[src/rtl/devstate_pkg.sv]
package devstate_pkg;

  typedef enum logic [1:0] {
    ERR_OK      = 2'd0,
    ERR_BADREQ  = 2'd1,
    ERR_TIMEOUT = 2'd2,
    ERR_IGNORED = 2'd3
  } seqErr_t;

  typedef enum logic [2:0] {
    ST_IDLE,
    ST_DECIDE,
    ST_RDCTL,
    ST_WRCTL,
    ST_POLL,
    ST_FIN
  } seqState_t;

  // control -> datapath strobes
  typedef struct packed {
    logic latchReq;
    logic capRead;
    logic pollClr;
    logic pollInc;
    logic selStat;
  } seqStrobe_t;

  // datapath -> control flags
  typedef struct packed {
    logic ctlHit;
    logic statHit;
    logic enOnly;
    logic stateBad;
    logic wantOn;
    logic statMatch;
    logic pollLast;
  } seqFlags_t;

endpackage

[src/rtl/devstate_rangetab.sv]
module devstate_rangetab #(
  parameter int NRNG   = 8,
  parameter int ID_W   = 5,
  parameter int ADDR_W = 8,
  parameter int CODE_W = 8,
  parameter int SB_W   = 5,
  parameter int NB_W   = 4,
  localparam int IDX_W = $clog2(NRNG)
) (
  input  logic              clk,
  input  logic              rstN,
  input  logic              we,
  input  logic [IDX_W-1:0]  wrIdx,
  input  logic [ID_W-1:0]   wrStart,
  input  logic [ID_W:0]     wrCount,
  input  logic [ADDR_W-1:0] wrOffset,
  input  logic [CODE_W-1:0] wrEn,
  input  logic [CODE_W-1:0] wrDis,
  input  logic [SB_W-1:0]   wrSb,
  input  logic [NB_W-1:0]   wrNb,
  input  logic [ID_W-1:0]   lookId,
  output logic              hit,
  output logic [ID_W-1:0]   base,
  output logic [ADDR_W-1:0] offset,
  output logic [CODE_W-1:0] enCode,
  output logic [CODE_W-1:0] disCode,
  output logic [SB_W-1:0]   startBit,
  output logic [NB_W-1:0]   bitsPer
);

  logic [ID_W-1:0]   startQ [NRNG];
  logic [ID_W:0]     countQ [NRNG];
  logic [ADDR_W-1:0] offQ   [NRNG];
  logic [CODE_W-1:0] enQ    [NRNG];
  logic [CODE_W-1:0] disQ   [NRNG];
  logic [SB_W-1:0]   sbQ    [NRNG];
  logic [NB_W-1:0]   nbQ    [NRNG];
  logic [NRNG-1:0]   match;
  logic [IDX_W-1:0]  sel;

  always_ff @(posedge clk or negedge rstN) begin
    if (!rstN) begin
      for (int i = 0; i < NRNG; i++) begin
        startQ[i] <= '0;
        countQ[i] <= '0;
        offQ[i]   <= '0;
        enQ[i]    <= '0;
        disQ[i]   <= '0;
        sbQ[i]    <= '0;
        nbQ[i]    <= '0;
      end
    end else if (we) begin
      startQ[wrIdx] <= wrStart;
      countQ[wrIdx] <= wrCount;
      offQ[wrIdx]   <= wrOffset;
      enQ[wrIdx]    <= wrEn;
      disQ[wrIdx]   <= wrDis;
      sbQ[wrIdx]    <= wrSb;
      nbQ[wrIdx]    <= wrNb;
    end
  end

  for (genvar g = 0; g < NRNG; g++) begin : g_match
    logic [ID_W:0] rel;
    assign rel      = {1'b0, lookId} - {1'b0, startQ[g]};
    assign match[g] = (countQ[g] != '0) && (lookId >= startQ[g]) && (rel < countQ[g]);
  end

  // lowest index wins
  always_comb begin
    hit = 1'b0;
    sel = '0;
    for (int i = NRNG - 1; i >= 0; i--) begin
      if (match[i]) begin
        hit = 1'b1;
        sel = IDX_W'(i);
      end
    end
  end

  assign base     = startQ[sel];
  assign offset   = offQ[sel];
  assign enCode   = enQ[sel];
  assign disCode  = disQ[sel];
  assign startBit = sbQ[sel];
  assign bitsPer  = nbQ[sel];

endmodule

[src/rtl/devstate_dp.sv]
module devstate_dp
  import devstate_pkg::*;
#(
  parameter int NRNG   = 8,
  parameter int ID_W   = 5,
  parameter int ADDR_W = 8,
  parameter int DATA_W = 32,
  parameter int CODE_W = 8,
  parameter int NB_W   = 4,
  parameter int TMO_W  = 16,
  localparam int IDX_W = $clog2(NRNG),
  localparam int SB_W  = $clog2(DATA_W),
  localparam int SH_W  = SB_W + NB_W + ID_W
) (
  input  logic              clk,
  input  logic              rstN,
  input  logic              cfgWe,
  input  logic              cfgTable,
  input  logic [IDX_W-1:0]  cfgIdx,
  input  logic [ID_W-1:0]   cfgStartId,
  input  logic [ID_W:0]     cfgCount,
  input  logic [ADDR_W-1:0] cfgOffset,
  input  logic [CODE_W-1:0] cfgEnCode,
  input  logic [CODE_W-1:0] cfgDisCode,
  input  logic [SB_W-1:0]   cfgStartBit,
  input  logic [NB_W-1:0]   cfgBits,
  input  logic [ID_W-1:0]   reqId,
  input  logic [1:0]        reqState,
  input  logic [TMO_W-1:0]  pollLimit,
  input  seqStrobe_t        stb,
  input  logic [DATA_W-1:0] busRdata,
  output seqFlags_t         flags,
  output logic [ADDR_W-1:0] busAddr,
  output logic [DATA_W-1:0] busWdata
);

  logic              cHit, sHit;
  logic [ID_W-1:0]   cBase, sBase;
  logic [ADDR_W-1:0] cOff, sOff;
  logic [CODE_W-1:0] cEn, cDis, sEn, sDis;
  logic [SB_W-1:0]   cSb, sSb;
  logic [NB_W-1:0]   cNb, sNb;

  devstate_rangetab #(.NRNG(NRNG), .ID_W(ID_W), .ADDR_W(ADDR_W), .CODE_W(CODE_W),
                      .SB_W(SB_W), .NB_W(NB_W)) u_ctlTab (
    .clk(clk), .rstN(rstN), .we(cfgWe && !cfgTable), .wrIdx(cfgIdx),
    .wrStart(cfgStartId), .wrCount(cfgCount), .wrOffset(cfgOffset),
    .wrEn(cfgEnCode), .wrDis(cfgDisCode), .wrSb(cfgStartBit), .wrNb(cfgBits),
    .lookId(reqId), .hit(cHit), .base(cBase), .offset(cOff), .enCode(cEn),
    .disCode(cDis), .startBit(cSb), .bitsPer(cNb));

  devstate_rangetab #(.NRNG(NRNG), .ID_W(ID_W), .ADDR_W(ADDR_W), .CODE_W(CODE_W),
                      .SB_W(SB_W), .NB_W(NB_W)) u_statTab (
    .clk(clk), .rstN(rstN), .we(cfgWe && cfgTable), .wrIdx(cfgIdx),
    .wrStart(cfgStartId), .wrCount(cfgCount), .wrOffset(cfgOffset),
    .wrEn(cfgEnCode), .wrDis(cfgDisCode), .wrSb(cfgStartBit), .wrNb(cfgBits),
    .lookId(reqId), .hit(sHit), .base(sBase), .offset(sOff), .enCode(sEn),
    .disCode(sDis), .startBit(sSb), .bitsPer(sNb));

  // latched request context
  logic [ID_W-1:0]   idQ;
  logic [1:0]        stQ;
  logic              cHitQ, sHitQ;
  logic [ID_W-1:0]   cBaseQ, sBaseQ;
  logic [ADDR_W-1:0] cOffQ, sOffQ;
  logic [CODE_W-1:0] cEnQ, cDisQ, sEnQ, sDisQ;
  logic [SB_W-1:0]   cSbQ, sSbQ;
  logic [NB_W-1:0]   cNbQ, sNbQ;
  logic [DATA_W-1:0] rdQ;
  logic [TMO_W-1:0]  pollCnt;

  always_ff @(posedge clk or negedge rstN) begin
    if (!rstN) begin
      idQ <= '0; stQ <= '0; cHitQ <= 1'b0; sHitQ <= 1'b0;
      cBaseQ <= '0; sBaseQ <= '0; cOffQ <= '0; sOffQ <= '0;
      cEnQ <= '0; cDisQ <= '0; sEnQ <= '0; sDisQ <= '0;
      cSbQ <= '0; sSbQ <= '0; cNbQ <= '0; sNbQ <= '0;
    end else if (stb.latchReq) begin
      idQ <= reqId; stQ <= reqState; cHitQ <= cHit; sHitQ <= sHit;
      cBaseQ <= cBase; sBaseQ <= sBase; cOffQ <= cOff; sOffQ <= sOff;
      cEnQ <= cEn; cDisQ <= cDis; sEnQ <= sEn; sDisQ <= sDis;
      cSbQ <= cSb; sSbQ <= sSb; cNbQ <= cNb; sNbQ <= sNb;
    end
  end

  always_ff @(posedge clk or negedge rstN) begin
    if (!rstN)            rdQ <= '0;
    else if (stb.capRead) rdQ <= busRdata;
  end

  always_ff @(posedge clk or negedge rstN) begin
    if (!rstN)            pollCnt <= '0;
    else if (stb.pollClr) pollCnt <= TMO_W'(1);
    else if (stb.pollInc) pollCnt <= pollCnt + TMO_W'(1);
  end

  logic              wantOn;
  logic [SH_W-1:0]   cShift, sShift;
  logic [DATA_W-1:0] cOnes, sOnes, cMask, cVal, sField;
  logic [CODE_W-1:0] cCode, sCode;

  assign wantOn = (stQ == 2'b01);
  assign cShift = SH_W'(cSbQ) + SH_W'(cNbQ) * SH_W'(idQ - cBaseQ);
  assign sShift = SH_W'(sSbQ) + SH_W'(sNbQ) * SH_W'(idQ - sBaseQ);
  assign cOnes  = (DATA_W'(1) << cNbQ) - DATA_W'(1);
  assign sOnes  = (DATA_W'(1) << sNbQ) - DATA_W'(1);
  assign cMask  = cOnes << cShift;
  assign cCode  = wantOn ? cEnQ : cDisQ;
  assign sCode  = wantOn ? sEnQ : sDisQ;
  assign cVal   = (DATA_W'(cCode) & cOnes) << cShift;
  assign sField = (busRdata >> sShift) & sOnes;

  assign busWdata = (rdQ & ~cMask) | cVal;
  assign busAddr  = stb.selStat ? sOffQ : cOffQ;

  assign flags.ctlHit    = cHitQ;
  assign flags.statHit   = sHitQ;
  assign flags.enOnly    = (cDisQ == {CODE_W{1'b1}});
  assign flags.stateBad  = (stQ != 2'b01) && (stQ != 2'b10);
  assign flags.wantOn    = wantOn;
  assign flags.statMatch = (sField == DATA_W'(sCode));
  assign flags.pollLast  = (pollCnt >= pollLimit);

  // poll counter never runs while idle-capture happens
  a_r8_cnt_nonzero: assert property (@(posedge clk) disable iff (!rstN)
    stb.pollInc |-> pollCnt != '0);

endmodule

[src/rtl/devstate_ctrl.sv]
module devstate_ctrl
  import devstate_pkg::*;
(
  input  logic       clk,
  input  logic       rstN,
  input  logic       reqValid,
  output logic       reqReady,
  output logic       done,
  output seqErr_t    errQ,
  output logic       busReq,
  output logic       busWr,
  input  logic       busAck,
  input  seqFlags_t  flags,
  output seqStrobe_t stb
);

  seqState_t state, stateNext;
  seqErr_t   errNext;

  always_comb begin
    stateNext = state;
    errNext   = errQ;
    unique case (state)
      ST_IDLE:   if (reqValid) stateNext = ST_DECIDE;
      ST_DECIDE: begin
        if (flags.stateBad || !flags.ctlHit) begin
          stateNext = ST_FIN; errNext = ERR_BADREQ;
        end else if (!flags.wantOn && flags.enOnly) begin
          stateNext = ST_FIN; errNext = ERR_IGNORED;
        end else begin
          stateNext = ST_RDCTL;
        end
      end
      ST_RDCTL:  if (busAck) stateNext = ST_WRCTL;
      ST_WRCTL:  if (busAck) begin
        if (flags.statHit) stateNext = ST_POLL;
        else begin stateNext = ST_FIN; errNext = ERR_OK; end
      end
      ST_POLL:   if (busAck) begin
        if (flags.statMatch) begin stateNext = ST_FIN; errNext = ERR_OK; end
        else if (flags.pollLast) begin stateNext = ST_FIN; errNext = ERR_TIMEOUT; end
      end
      ST_FIN:    stateNext = ST_IDLE;
      default:   stateNext = ST_IDLE;
    endcase
  end

  always_ff @(posedge clk or negedge rstN) begin
    if (!rstN) begin
      state <= ST_IDLE;
      errQ  <= ERR_OK;
    end else begin
      state <= stateNext;
      errQ  <= errNext;
    end
  end

  assign reqReady = (state == ST_IDLE);
  assign done     = (state == ST_FIN);
  assign busReq   = (state == ST_RDCTL) || (state == ST_WRCTL) || (state == ST_POLL);
  assign busWr    = (state == ST_WRCTL);

  assign stb.latchReq = reqReady && reqValid;
  assign stb.capRead  = (state == ST_RDCTL) && busAck;
  assign stb.pollClr  = (state == ST_WRCTL) && busAck;
  assign stb.pollInc  = (state == ST_POLL) && busAck && !flags.statMatch && !flags.pollLast;
  assign stb.selStat  = (state == ST_POLL);

  a_r9_ready_drops: assert property (@(posedge clk) disable iff (!rstN)
    reqValid && reqReady |=> !reqReady);
  a_r9_done_pulse: assert property (@(posedge clk) disable iff (!rstN)
    done |=> !done && reqReady);
  a_r5_bad_no_bus: assert property (@(posedge clk) disable iff (!rstN)
    done && errQ == ERR_BADREQ |-> $past(!busReq));
  a_r4_ignored_no_bus: assert property (@(posedge clk) disable iff (!rstN)
    done && errQ == ERR_IGNORED |-> $past(!busReq));
  a_r6_ok_after_ack: assert property (@(posedge clk) disable iff (!rstN)
    done && errQ == ERR_OK |-> $past(busReq && busAck));
  a_r8_timeout_after_read: assert property (@(posedge clk) disable iff (!rstN)
    done && errQ == ERR_TIMEOUT |-> $past(busReq && busAck && !busWr));

endmodule

[src/rtl/devstate_seq.sv]
module devstate_seq
  import devstate_pkg::*;
#(
  parameter int NRNG   = 8,
  parameter int ID_W   = 5,
  parameter int ADDR_W = 8,
  parameter int DATA_W = 32,
  parameter int CODE_W = 8,
  parameter int NB_W   = 4,
  parameter int TMO_W  = 16,
  localparam int IDX_W = $clog2(NRNG),
  localparam int SB_W  = $clog2(DATA_W)
) (
  input  logic              clk,
  input  logic              rstN,
  input  logic              reqValid,
  input  logic [ID_W-1:0]   reqId,
  input  logic [1:0]        reqState,
  output logic              reqReady,
  output logic              done,
  output logic [1:0]        errCode,
  input  logic [TMO_W-1:0]  pollLimit,
  input  logic              cfgWe,
  input  logic              cfgTable,
  input  logic [IDX_W-1:0]  cfgIdx,
  input  logic [ID_W-1:0]   cfgStartId,
  input  logic [ID_W:0]     cfgCount,
  input  logic [ADDR_W-1:0] cfgOffset,
  input  logic [CODE_W-1:0] cfgEnCode,
  input  logic [CODE_W-1:0] cfgDisCode,
  input  logic [SB_W-1:0]   cfgStartBit,
  input  logic [NB_W-1:0]   cfgBits,
  output logic              busReq,
  output logic              busWr,
  output logic [ADDR_W-1:0] busAddr,
  output logic [DATA_W-1:0] busWdata,
  input  logic              busAck,
  input  logic [DATA_W-1:0] busRdata
);

  seqStrobe_t stb;
  seqFlags_t  flags;
  seqErr_t    err;

  devstate_ctrl u_ctrl (
    .clk(clk), .rstN(rstN), .reqValid(reqValid), .reqReady(reqReady),
    .done(done), .errQ(err), .busReq(busReq), .busWr(busWr),
    .busAck(busAck), .flags(flags), .stb(stb));

  devstate_dp #(.NRNG(NRNG), .ID_W(ID_W), .ADDR_W(ADDR_W), .DATA_W(DATA_W),
                .CODE_W(CODE_W), .NB_W(NB_W), .TMO_W(TMO_W)) u_dp (
    .clk(clk), .rstN(rstN), .cfgWe(cfgWe), .cfgTable(cfgTable), .cfgIdx(cfgIdx),
    .cfgStartId(cfgStartId), .cfgCount(cfgCount), .cfgOffset(cfgOffset),
    .cfgEnCode(cfgEnCode), .cfgDisCode(cfgDisCode), .cfgStartBit(cfgStartBit),
    .cfgBits(cfgBits), .reqId(reqId), .reqState(reqState), .pollLimit(pollLimit),
    .stb(stb), .busRdata(busRdata), .flags(flags), .busAddr(busAddr),
    .busWdata(busWdata));

  assign errCode = err;

  a_r10_hold: assert property (@(posedge clk) disable iff (!rstN)
    busReq && !busAck |=> busReq && $stable(busAddr) && $stable(busWr) && $stable(busWdata));

endmodule

[config.mk]
export PLATFORM = sky130hd
export DESIGN_NAME = devstate_seq
export DESIGN_NICKNAME = d
export VERILOG_FILES = /design/src/rtl/devstate_pkg.sv /design/src/rtl/devstate_rangetab.sv /design/src/rtl/devstate_dp.sv /design/src/rtl/devstate_ctrl.sv /design/src/rtl/devstate_seq.sv
export SDC_FILE = /design/constraint.sdc
export NUM_CORES = 2
export LEC_CHECK = 0
export ABC_AREA = 1
export BUFFER_PORTS_ARGS = -buffer_cell sky130_fd_sc_hd__buf_2
export CORE_ASPECT_RATIO = 0.7
export CORE_MARGIN = 5
export CORE_UTILIZATION = 64
export DETAILED_ROUTE_END_ITERATION = 10
export PLACE_DENSITY = 0.82
export SLEW_MARGIN = 30
export SYNTH_ARGS = -nofsm -noshare
export SYNTH_HDL_FRONTEND = slang
export SYNTH_SLANG_ARGS = --single-unit
[constraint.sdc]
create_clock -name clk -period 8.6 [get_ports clk]
set_input_delay 1.72 -clock clk [delete_from_list [all_inputs] [get_ports clk]]
set_output_delay 1.72 -clock clk [all_outputs]
set_load 0.01 [all_outputs]
==> results.json <==
{
  "netlist_area_um2": 49900,
  "hold_buffers": 0,
  "worst-r2r-setup-slack_ns": 0.62,
  "die_h_um": 244,
  "drv_cap": 0,
  "synth_nets": 6942,
  "grt_pass1_wl_um": 244000,
  "grt_pass1_vias": 43400,
  "dieArea_um2": 83800,
  "ys_warn_count": 0,
  "grt_use_total": 0.366,
  "required_ns": 6.88,
  "crit_fanout": 6,
  "wl_per_cell_um": 20.6,
  "rsz0062_at_grt": "yes",
  "h-tree-depth": 3,
  "synth_cell_types": 58,
  "cts.clk_slew.worst_paths_ns": 0.07,
  "layout.nets": 6876,
  "cp-end-kind": "output port",
  "rows": 85,
  "globalplace.congestion": 0.940,
  "multiInputGateArea_um2": 25500,
  "crit_slowest_cell": "fa_2",
  "cpPeakStageDelay_ns": 0.60,
  "drive_gt1_frac": 0.0890,
  "synth_edf_count": 0,
  "worst_pin_slew_ns": 1.04,
  "seq_area_frac_synth": 0.422,
  "yosysMostFrequentCell": "nand2_1",
  "drt_iter0_markers": 6295,
  "vias_per_cell": 6.17,
  "clkLatencyLatePin_ns": 0.68,
  "core_um2": 77100,
  "ctsRootBufferMaster": "clkbuf_16",
  "cts_sinks": 842,
  "final_hold_viol_count": 0,
  "dr.pass1.iters": 6,
  "synth_seq_cells": 842,
  "finalSetupViolCount": 0,
  "status": "complete, no violations",
  "fillers": 5988,
  "fin_area_um2": 55100,
  "grt-ovfl-total": 0,
  "area_growth_pct": 10.4,
  "via_count": 47000,
  "hpwl_um": 99600,
  "slew_headroom": 0.302,
  "grt_max_degree": 178,
  "seq_area_um2": 21100,
  "portBuffers": 153,
  "finalCritPeriodShare": 0.987,
  "yosys_most_used_dff": "dfrtp_1",
  "routed_wl_um": 157000,
  "antenna_found_initial": 15,
  "placed_area_um2": 51400,
  "synth_common_cells": "nand2_1, o21ai_0, dfrtp_1, inv_1, nand3_1",
  "io_pins": 154,
  "holdWs_ns": 0.479,
  "syn_inst": 6546,
  "fp.dieW_um": 344,
  "numCtsBuffers": 82,
  "clockBufferDepth": 3,
  "yosys-top-cells-area": "dfrtp_1, nand2_1, o21ai_0, ha_1, inv_1",
  "synth_top_area_frac": 0.422,
  "fin_skew_ns": 0.0332,
  "drc_errors": 0,
  "min_path_type": "flop to flop",
  "critPathLaunchType": "flop",
  "yosys.area.top_type": "dfrtp_1",
  "worst-setup-path-type": "flop to output port",
  "min_period_ns": 8.49,
  "path_buf_inv": 8,
  "synth_async_sr_flop_share": 1.00,
  "avgSynthCellArea_um2": 7.63,
  "ant_nets": 0,
  "initial_utilization": 0.648,
  "cts_tree": "yes",
  "path_common_cell": "inv_2",
  "max_clock_freq_mhz": 118,
  "path_delay_family": "adder cells",
  "crit_arrival_ns": 6.77,
  "slew_violations": 0
}
## area by class of cell
cell class,instances,share of cell area
tap,1044,0.0237
antenna,12,0.000545
clock inverter,38,0.00935
clock buffer,114,0.0427
inverter,701,0.0479
timing repair buffer,248,0.0311
multi-input combinational,4605,0.462
sequential,842,0.382
## worst min-delay path: stages (launching register included)
cell     delay, ns
dfrtp_1       0.34
nand2_1       0.05
nand2_1       0.05
## routing by layer
layer / track usage / up-vias / routed length (um)
li1: - / 21600 / -
met1: 0.552 / 22400 / 66400
met2: 0.528 / 2599 / 65700
met3: 0.0845 / 363 / 19400
met4: 0.113 / 4 / 5120
met5: 0 / - / 18
## path summary, 6_finish.rpt
check | to | start | cells after the start
worst max register to register | u_dp.pollCnt[1] | u_dp.idQ[2] | 44
worst min register to register | u_dp.sDisQ[4] | u_dp.sDisQ[4] | 2
worst min-delay path | u_dp.sDisQ[4] | u_dp.sDisQ[4] | 2
worst max-delay path | busWdata[17] | u_dp.idQ[2] | 35
max in group asynchronous | u_dp.u_statTab.nbQ[17] | rstN | 3
min in group asynchronous | u_dp.u_ctlTab.offQ[15] | rstN | 1
## state kept, by name, summed over array words and instances, names as in the netlist, 8 cells and up
signal,count
u_dp.cDisQ,8
u_dp.cEnQ,8
u_dp.cOffQ,8
u_dp.pollCnt,16
u_dp.rdQ,32
u_dp.sDisQ,8
u_dp.sEnQ,8
u_dp.sOffQ,8
u_dp.u_ctlTab.countQ,48
u_dp.u_ctlTab.disQ,64
u_dp.u_ctlTab.enQ,64
u_dp.u_ctlTab.nbQ,32
u_dp.u_ctlTab.offQ,64
u_dp.u_ctlTab.sbQ,40
u_dp.u_ctlTab.startQ,40
u_dp.u_statTab.countQ,48
u_dp.u_statTab.disQ,64
u_dp.u_statTab.enQ,64
u_dp.u_statTab.nbQ,32
u_dp.u_statTab.offQ,64
u_dp.u_statTab.sbQ,40
u_dp.u_statTab.startQ,40
## stage by stage
stage | util | instances | TNS [ns] | setup WS [ns]
2_1_floorplan | - | 6546 | 0 | 1.25
3_3_place_gp | 0.666 | 7418 | 0 | 0.349
3_5_place_dp | 0.667 | 7420 | 0 | 0.277
4_1_cts | 0.706 | 7576 | 0 | 0.00182
5_1_grt | 0.714 | 7598 | -3.27 | -0.205
6_report | 0.715 | 7604 | 0 | 0.108
## placed cells by master (no fill, tap or decap), types with 20 or more instances in the layout
cell       instances
dfrtp_1          842
ha_1             222
inv_1            672
nand3_1          451
nand2_2           25
nand4_1           37
buf_4             72
inv_2             20
clkbuf_16         82
xor2_1            51
nand2_1         1568
o21ai_1           26
nor2_1           345
buf_2            150
a21oi_1          380
o211ai_1         116
o21a_1            24
o21ai_0          933
nor3_1            21
mux2_2            29
fa_1              50
o32ai_1           29
o31ai_1           32
o311ai_0          27
## logic make-up (layout without fill, tap and decap cells)
group | after synthesis | in the layout | share of synthesized area
simple gates | 2538 | 2539 | 0.209
compound gates | 1670 | 1670 | 0.185
buf+inv | 1100 | 1101 | 0.0837
flops | 842 | 842 | 0.422
fa+ha+maj | 288 | 288 | 0.0800
xor+xnor | 70 | 70 | 0.0123
mux | 38 | 38 | 0.00834
other cells | 0 | 12 | 0
## repair_timing
item / in CTS / in global routing
gates cloned: 0 / 1
resized for setup: 18 / 126
setup buffers: 4 / 13
setup endpoints to repair: 31 / 53
pin swaps: 1 / 40
Power is not shown: default switching activity piles up to over one toggle a cycle in this logic, so the estimate is an artifact.
